$ cat config.mk
export PLATFORM = sky130hd
export DESIGN_NAME = i2c_conv_target
export DESIGN_NICKNAME = d
export VERILOG_FILES = /design/src/rtl/i2c_conv_pkg.sv /design/src/rtl/i2c_conv_line_sync.sv /design/src/rtl/i2c_conv_seq.sv /design/src/rtl/i2c_conv_target.sv
export SDC_FILE = /design/constraint.sdc
export NUM_CORES = 1
export LEC_CHECK = 0
export BUFFER_PORTS_ARGS = -buffer_cell sky130_fd_sc_hd__buf_4
export CAP_MARGIN = 25
export CORE_UTILIZATION = 30
export CTS_CLUSTER_SIZE = 24
export DETAILED_ROUTE_END_ITERATION = 6
export PLACE_DENSITY = 0.49
export SLEW_MARGIN = 20
export SYNTH_ARGS = -nofsm -noshare
export SYNTH_HDL_FRONTEND = slang
export SYNTH_HIERARCHICAL = 1
export SYNTH_SLANG_ARGS = --single-unit
$ cat constraint.sdc
create_clock -name clk_i -period 2.6 [get_ports clk_i]
set_input_delay 0.65 -clock clk_i [delete_from_list [all_inputs] [get_ports clk_i]]
set_output_delay 0.65 -clock clk_i [all_outputs]
set_load 0.05 [all_outputs]
$ cat src/rtl/i2c_conv_pkg.sv
`timescale 1ns/1ps
package i2c_conv_pkg;
  typedef enum logic [2:0] {
    ST_IDLE, ST_ADDR, ST_ADDR_ACK, ST_WR, ST_WR_ACK, ST_RD, ST_RD_ACK, ST_SKIP
  } tgt_state_e;

  localparam int unsigned CFG_W       = 8;
  localparam int unsigned NUM_CH      = 4;
  localparam int unsigned CH_W        = $clog2(NUM_CH);
  localparam int unsigned FRAME_RES_W = 12;
  localparam int unsigned WORD_W      = CH_W + FRAME_RES_W;
  localparam logic [CFG_W-1:0] CFG_RST   = 8'hF0;
  localparam logic [6:0]       ADDR_BASE = 7'b0101000;
  localparam logic [4:0]       HS_PREFIX = 5'b00001;
endpackage

$ cat src/rtl/i2c_conv_line_sync.sv
`timescale 1ns/1ps
module i2c_conv_line_sync #(
  parameter int unsigned STAGES = 2
) (
  input  logic clk_i,
  input  logic rst_ni,
  input  logic scl_i,
  input  logic sda_i,
  output logic scl_o,
  output logic sda_o,
  output logic scl_rise_o,
  output logic scl_fall_o,
  output logic start_o,
  output logic stop_o
);
  logic [STAGES-1:0] scl_sr, sda_sr;
  logic scl_p, sda_p;

  always_ff @(posedge clk_i or negedge rst_ni) begin
    if (!rst_ni) begin
      scl_sr <= '1;
      sda_sr <= '1;
      scl_p  <= 1'b1;
      sda_p  <= 1'b1;
    end else begin
      scl_sr[0] <= scl_i;
      sda_sr[0] <= sda_i;
      for (int i = 1; i < int'(STAGES); i++) begin
        scl_sr[i] <= scl_sr[i-1];
        sda_sr[i] <= sda_sr[i-1];
      end
      scl_p <= scl_sr[STAGES-1];
      sda_p <= sda_sr[STAGES-1];
    end
  end

  assign scl_o      = scl_sr[STAGES-1];
  assign sda_o      = sda_sr[STAGES-1];
  assign scl_rise_o = scl_o & ~scl_p;
  assign scl_fall_o = ~scl_o & scl_p;
  // SDA edges with SCL high in both samples
  assign start_o    = scl_o & scl_p & sda_p & ~sda_o;
  assign stop_o     = scl_o & scl_p & ~sda_p & sda_o;
endmodule

$ cat src/rtl/i2c_conv_seq.sv
`timescale 1ns/1ps
module i2c_conv_seq import i2c_conv_pkg::*; #(
  parameter int unsigned RES_W = 12
) (
  input  logic              clk_i,
  input  logic              rst_ni,
  input  logic [CFG_W-1:0]  cfg_i,
  input  logic              req_i,
  input  logic              done_i,
  input  logic [RES_W-1:0]  result_i,
  output logic              conv_req_o,
  output logic [CH_W-1:0]   conv_chan_o,
  output logic [WORD_W-1:0] word_o
);
  localparam int unsigned PAD = FRAME_RES_W - RES_W;

  logic [NUM_CH-1:0] en_mask;
  logic [CH_W-1:0]   last_q, nxt_ch, held_ch_q;
  logic [RES_W-1:0]  held_res_q;
  logic              pend_q;

  assign en_mask = cfg_i[7:4] & ~{cfg_i[3], {(NUM_CH-1){1'b0}}};

  // first enabled channel after last_q, cyclic; channel 0 when none
  always_comb begin
    nxt_ch = '0;
    for (int i = NUM_CH; i >= 1; i--) begin
      if (en_mask[CH_W'(int'(last_q) + i)]) nxt_ch = CH_W'(int'(last_q) + i);
    end
  end

  always_ff @(posedge clk_i or negedge rst_ni) begin
    if (!rst_ni) begin
      conv_req_o  <= 1'b0;
      conv_chan_o <= '0;
      last_q      <= CH_W'(NUM_CH - 1);
      pend_q      <= 1'b0;
      held_ch_q   <= '0;
      held_res_q  <= '0;
    end else begin
      conv_req_o <= req_i;
      if (done_i && pend_q) begin
        held_res_q <= result_i;
        held_ch_q  <= conv_chan_o;
        pend_q     <= 1'b0;
      end
      if (req_i) begin
        conv_chan_o <= nxt_ch;
        last_q      <= nxt_ch;
        pend_q      <= 1'b1;
      end
    end
  end

  generate
    if (PAD > 0) begin : g_pad
      assign word_o = {held_ch_q, held_res_q, {PAD{1'b0}}};
    end else begin : g_nopad
      assign word_o = {held_ch_q, held_res_q};
    end
  endgenerate


  chan_enabled_chk: assert property (@(posedge clk_i) disable iff (!rst_ni)
    conv_req_o |-> ((en_mask == '0) && (conv_chan_o == '0)) || en_mask[conv_chan_o]);
endmodule

$ cat src/rtl/i2c_conv_target.sv
`timescale 1ns/1ps
module i2c_conv_target import i2c_conv_pkg::*; #(
  parameter logic        ADDR_SEL    = 1'b0,
  parameter int unsigned RES_W       = 12,
  parameter int unsigned SYNC_STAGES = 2
) (
  input  logic             clk_i,
  input  logic             rst_ni,
  input  logic             scl_i,
  input  logic             sda_i,
  output logic             sda_oe_o,
  output logic             conv_req_o,
  output logic [1:0]       conv_chan_o,
  input  logic             conv_done_i,
  input  logic [RES_W-1:0] conv_result_i,
  output logic [7:0]       cfg_o,
  output logic             hs_mode_o
);
  localparam logic [6:0] OWN_ADDR = ADDR_BASE | {6'd0, ADDR_SEL};

  logic scl_s, sda_s, scl_rise, scl_fall, start_det, stop_det;
  tgt_state_e state_q;
  logic [3:0]        cnt_q;
  logic [7:0]        sh_q;
  logic              is_read_q, byte1_q, mack_q, sda_oe_q, hs_q;
  logic [CFG_W-1:0]  cfg_q;
  logic [WORD_W-1:0] tx_word_q, held_word, src_word;
  logic [2:0]        bit_pos;
  logic              nxt_bit, req_evt;

  i2c_conv_line_sync #(.STAGES(SYNC_STAGES)) u_sync (
    .clk_i, .rst_ni, .scl_i, .sda_i,
    .scl_o(scl_s), .sda_o(sda_s), .scl_rise_o(scl_rise), .scl_fall_o(scl_fall),
    .start_o(start_det), .stop_o(stop_det)
  );

  assign req_evt = scl_fall && ((state_q == ST_ADDR_ACK && is_read_q) ||
                                (state_q == ST_RD_ACK && mack_q && byte1_q));

  i2c_conv_seq #(.RES_W(RES_W)) u_seq (
    .clk_i, .rst_ni, .cfg_i(cfg_q), .req_i(req_evt),
    .done_i(conv_done_i), .result_i(conv_result_i),
    .conv_req_o, .conv_chan_o, .word_o(held_word)
  );

  // next bit of a read byte; first byte takes a fresh snapshot at its third bit
  always_comb begin
    src_word = (!byte1_q && cnt_q == 4'd1) ? held_word : tx_word_q;
    bit_pos  = 3'd6 - cnt_q[2:0];
    if (byte1_q)              nxt_bit = tx_word_q[bit_pos];
    else if (bit_pos >= 3'd6) nxt_bit = 1'b0;
    else                      nxt_bit = src_word[{1'b1, bit_pos}];
  end

  always_ff @(posedge clk_i or negedge rst_ni) begin
    if (!rst_ni) begin
      state_q   <= ST_IDLE;
      cnt_q     <= '0;
      sh_q      <= '0;
      is_read_q <= 1'b0;
      byte1_q   <= 1'b0;
      mack_q    <= 1'b0;
      sda_oe_q  <= 1'b0;
      hs_q      <= 1'b0;
      cfg_q     <= CFG_RST;
      tx_word_q <= '0;
    end else if (start_det) begin
      state_q  <= ST_ADDR;
      cnt_q    <= '0;
      sda_oe_q <= 1'b0;
    end else if (stop_det) begin
      state_q  <= ST_IDLE;
      sda_oe_q <= 1'b0;
      hs_q     <= 1'b0;
    end else begin
      unique case (state_q)
        ST_ADDR: begin
          if (scl_rise) begin
            sh_q  <= {sh_q[6:0], sda_s};
            cnt_q <= cnt_q + 4'd1;
          end else if (scl_fall && cnt_q == 4'd8) begin
            if (sh_q[7:1] == OWN_ADDR) begin
              sda_oe_q  <= 1'b1;
              is_read_q <= sh_q[0];
              state_q   <= ST_ADDR_ACK;
            end else begin
              if (sh_q[7:3] == HS_PREFIX) hs_q <= 1'b1;
              state_q <= ST_SKIP;
            end
          end
        end
        ST_ADDR_ACK: if (scl_fall) begin
          cnt_q <= '0;
          if (is_read_q) begin
            byte1_q  <= 1'b0;
            sda_oe_q <= 1'b1;
            state_q  <= ST_RD;
          end else begin
            sda_oe_q <= 1'b0;
            state_q  <= ST_WR;
          end
        end
        ST_WR: begin
          if (scl_rise) begin
            sh_q  <= {sh_q[6:0], sda_s};
            cnt_q <= cnt_q + 4'd1;
          end else if (scl_fall && cnt_q == 4'd8) begin
            cfg_q    <= sh_q;
            sda_oe_q <= 1'b1;
            state_q  <= ST_WR_ACK;
          end
        end
        ST_WR_ACK: if (scl_fall) begin
          sda_oe_q <= 1'b0;
          state_q  <= ST_SKIP;
        end
        ST_RD: if (scl_fall) begin
          if (cnt_q == 4'd7) begin
            sda_oe_q <= 1'b0;
            mack_q   <= 1'b0;
            state_q  <= ST_RD_ACK;
          end else begin
            cnt_q    <= cnt_q + 4'd1;
            sda_oe_q <= ~nxt_bit;
            if (!byte1_q && cnt_q == 4'd1) tx_word_q <= held_word;
          end
        end
        ST_RD_ACK: begin
          if (scl_rise) mack_q <= ~sda_s;
          else if (scl_fall) begin
            if (mack_q) begin
              cnt_q    <= '0;
              byte1_q  <= ~byte1_q;
              sda_oe_q <= byte1_q ? 1'b1 : ~tx_word_q[7];
              state_q  <= ST_RD;
            end else begin
              state_q <= ST_SKIP;
            end
          end
        end
        default: ;
      endcase
    end
  end

  assign sda_oe_o  = sda_oe_q;
  assign cfg_o     = cfg_q;
  assign hs_mode_o = hs_q;


  ack_drive_low_chk: assert property (@(posedge clk_i) disable iff (!rst_ni)
    $rose(sda_oe_o) |-> !scl_s);

  skip_release_chk: assert property (@(posedge clk_i) disable iff (!rst_ni)
    (state_q == ST_SKIP) |-> !sda_oe_o);

  cfg_write_only_chk: assert property (@(posedge clk_i) disable iff (!rst_ni)
    !$stable(cfg_q) |-> $past(state_q) == ST_WR);

  hs_exit_stop_chk: assert property (@(posedge clk_i) disable iff (!rst_ni)
    $fell(hs_mode_o) |-> $past(stop_det));

  req_single_chk: assert property (@(posedge clk_i) disable iff (!rst_ni)
    conv_req_o |=> !conv_req_o);
endmodule

==> metrics <==
Hold-fix buffers, CTS 0; count of cell types in the netlist 65; number of fill cells in the layout 1091; number of flops mapped to enable cells by yosys 0; Net Count, Synth 294; Slowest-stage cell, CP dfstp_2; Detailed Place HPWL 4610 um; result of the run finished clean; crit path DAT 2530 ps; Die Width 109 um; WL met3 277 um; mean area per synthesized cell 12.5 um2; HP Class flip-flop to flip-flop; postcts setup bufs 0; Req. time, crit path 2820 ps; Vias/cell 5.00; min Tclk post-route 2310 ps; final hold vios 0; post-CTS resize count 0; P_leak 1.84 nW; Clock Sinks 68; Top delay family on crit path simple AND/OR/NAND/NOR gates; num rows 38; CP bufs+invs 0; H-tree levels 3; Layout area overhead 20.0%; Mapped Cells 274; Post-Synth Simple-Gate Area 0.132; Crit path depth 5; Clock Tree Buf Depth 2; Root Buffer clkbuf_16; Cell Chain, Critical Path and4b_1 > or2_2 > nor4_1 > nand2_1 > mux2_2; initial antenna violation count 0; total of max-cap violations 0; top cell type's share of synthesized area 0.411; Slew headroom 0.443; DR iter-0 viols 113; die area 11800 um2; R2R Path Start u_sync/sda_sr[1]; CTS clk-pin slew, worst paths 50 ps; Tightest Pin Transition 835 ps; CP endpoint kind flip-flop; largest cells by area after synthesis dfrtp_1 41%, mux2_2 13%, dfstp_2 9.2%; count leader, synth dfrtp_1; vias in the first global route 2206; worst vdd rail ir drop 372 uV; Synth Area in Adders 0.0110; first-pass GRT wire length 11200 um; pin count of the biggest net entering global routing 69; Clk Latency, worst-skew pair 330 ps; Layout Skew 6.94 ps; mux cell area share after synthesis 0.198; top sig layer met4; Core Area 11000 um2; layout cells sized above 1 0.411; RR Endpoint cfg_o[1]; leading area contributor after synthesis dfrtp_1; total track usage 0.126; Achievable Freq 0.432 GHz; setup slack, reg-to-reg 290 ps; Starting Density 0.311; post-synthesis compound-gate area fraction 0.118; port bufs 29; met2 wire len 3010 um; worst r2r path cells 5; average routed wire per standard cell 14.7 um; WL met1 3260 um; WL final 6670 um; crit path launch u_sync/sda_sr[1]; crit path capture cfg_o[1]; Worst setup SP type flip-flop; die height 109 um; sequential area share after synthesis 0.503; final setup violating endpoints 0; max incr delay on CP 560 ps; Crit Path Category flip-flop to flip-flop; mapped cell area 3410 um2; RD Place Congestion 0.755; FF/Latch Area 1720 um2; 1st-pass router iterations 4; Net count, final 329; Async S/R FF share, synth 1.00; most frequent cells after synthesis 56 x dfrtp_1, 38 x mux2_2, 12 x dfstp_2, 12 x nand2_1, 11 x inv_1; top_reg_cell synth dfrtp_1; grt ovf 0; Remaining DRCs 0; Final Max Tran Viols 0; area of the multi-input gates 1570 um2; CTS Buf Count 9; CP Max Fanout 8; warning count from the yosys run 6; fin util 0.373; main combinational cell family by area after synthesis multiplexers; Synth Register Bits 68; Final Cycle Share 0.890; DRT antenna net count 0; Post-Synth XOR/XNOR Area 0.00257; RSZ-0062 raised after global routing no; via count 2269; power density cells 801 nW/um2; I/O pins 30; TNS Setup 0 ps; CTS tree yes; Ant. Diodes 0
## state kept, by name, summed over array words and instances (netlist names), 2 cells and up
| signal | flops |
|---|---|
| tx_word_q | 14 |
| u_seq/held_res_q | 12 |
| cfg_o | 8 |
| sh_q | 8 |
| cnt_q | 4 |
| state_q | 3 |
| u_seq/conv_chan_o | 2 |
| u_seq/held_ch_q | 2 |
| u_seq/last_q | 2 |
| u_sync/scl_sr | 2 |
| u_sync/sda_sr | 2 |
## worst min path at each step
stage	start	to	slack, ps	cells after the start
detailed placement	u_sync/scl_sr[0]	u_sync/scl_sr[1]	350	0
global route	u_sync/sda_sr[0]	u_sync/sda_sr[1]	360	0
finish	u_sync/scl_sr[0]	u_sync/scl_sr[1]	350	0
CTS	u_sync/scl_sr[0]	u_sync/scl_sr[1]	360	0
global placement	u_sync/scl_sr[0]	u_sync/scl_sr[1]	350	0
floorplan	rst_ni	byte1_q	350	0
## through the flow
step                setup WS, ps  power [W]  std cells  hold WS [ps]  area, um2
global route                 159    0.00347        454           362       4100
finish                       286    0.00328        454           355       4100
detailed placement           273    0.00205        438           348       3780
CTS                          271    0.00333        454           356       4100
global placement             334    0.00205        438           348       3780
floorplan                    358    0.00183        274           345       3410
## final cells by class
type / count / area share
inverters: 12 / 0.0110
clock inverters: 3 / 0.0110
multi-input cells: 182 / 0.384
flip-flops and latches: 68 / 0.419
clock buffers: 13 / 0.0660
repair buffers: 36 / 0.0660
well taps: 140 / 0.0428
## layer usage
metal,GRT usage,vias to the layer above
li1,-,1078
met1,0.166,1136
met2,0.188,44
met3,0.0412,11
met4,0.0521,0
met5,0,-
## cells by family (layout without fill, tap and decap cells)
| group | count (synthesis) | count (layout) |
|---|---|---|
| and+or+nand+nor | 71 | 71 |
| DFF | 68 | 68 |
| muxes | 54 | 54 |
| AOI/OAI and AO/OA | 53 | 53 |
| buffers and inverters | 24 | 64 |
| adders and majority gates | 3 | 3 |
| xor gates and xnor gates | 1 | 1 |
## power breakdown
part | internal (W) | switching (W)
sequential | 0.00118 | 0.000157
combinational | 0.000351 | 0.000332
clock | 0.000820 | 0.000444
total | 0.00235 | 0.000932
## layout by cell type, fill, tap and decap left out, types with 5 or more instances in the layout
cell type  synthesis  final
nor2b_1            5      5
dfstp_2           12     12
mux2_2            38     38
nand2b_1           7      7
dfrtp_1           56     56
inv_1             11     11
nor3_1             9      9
mux2_4             9      9
nor2_1             8      8
clkbuf_16          0      9
o21ai_0            8      8
buf_4              1     36
nand2_1           12     12
a21oi_1            9      9
(Power assumes the default switching activity.)
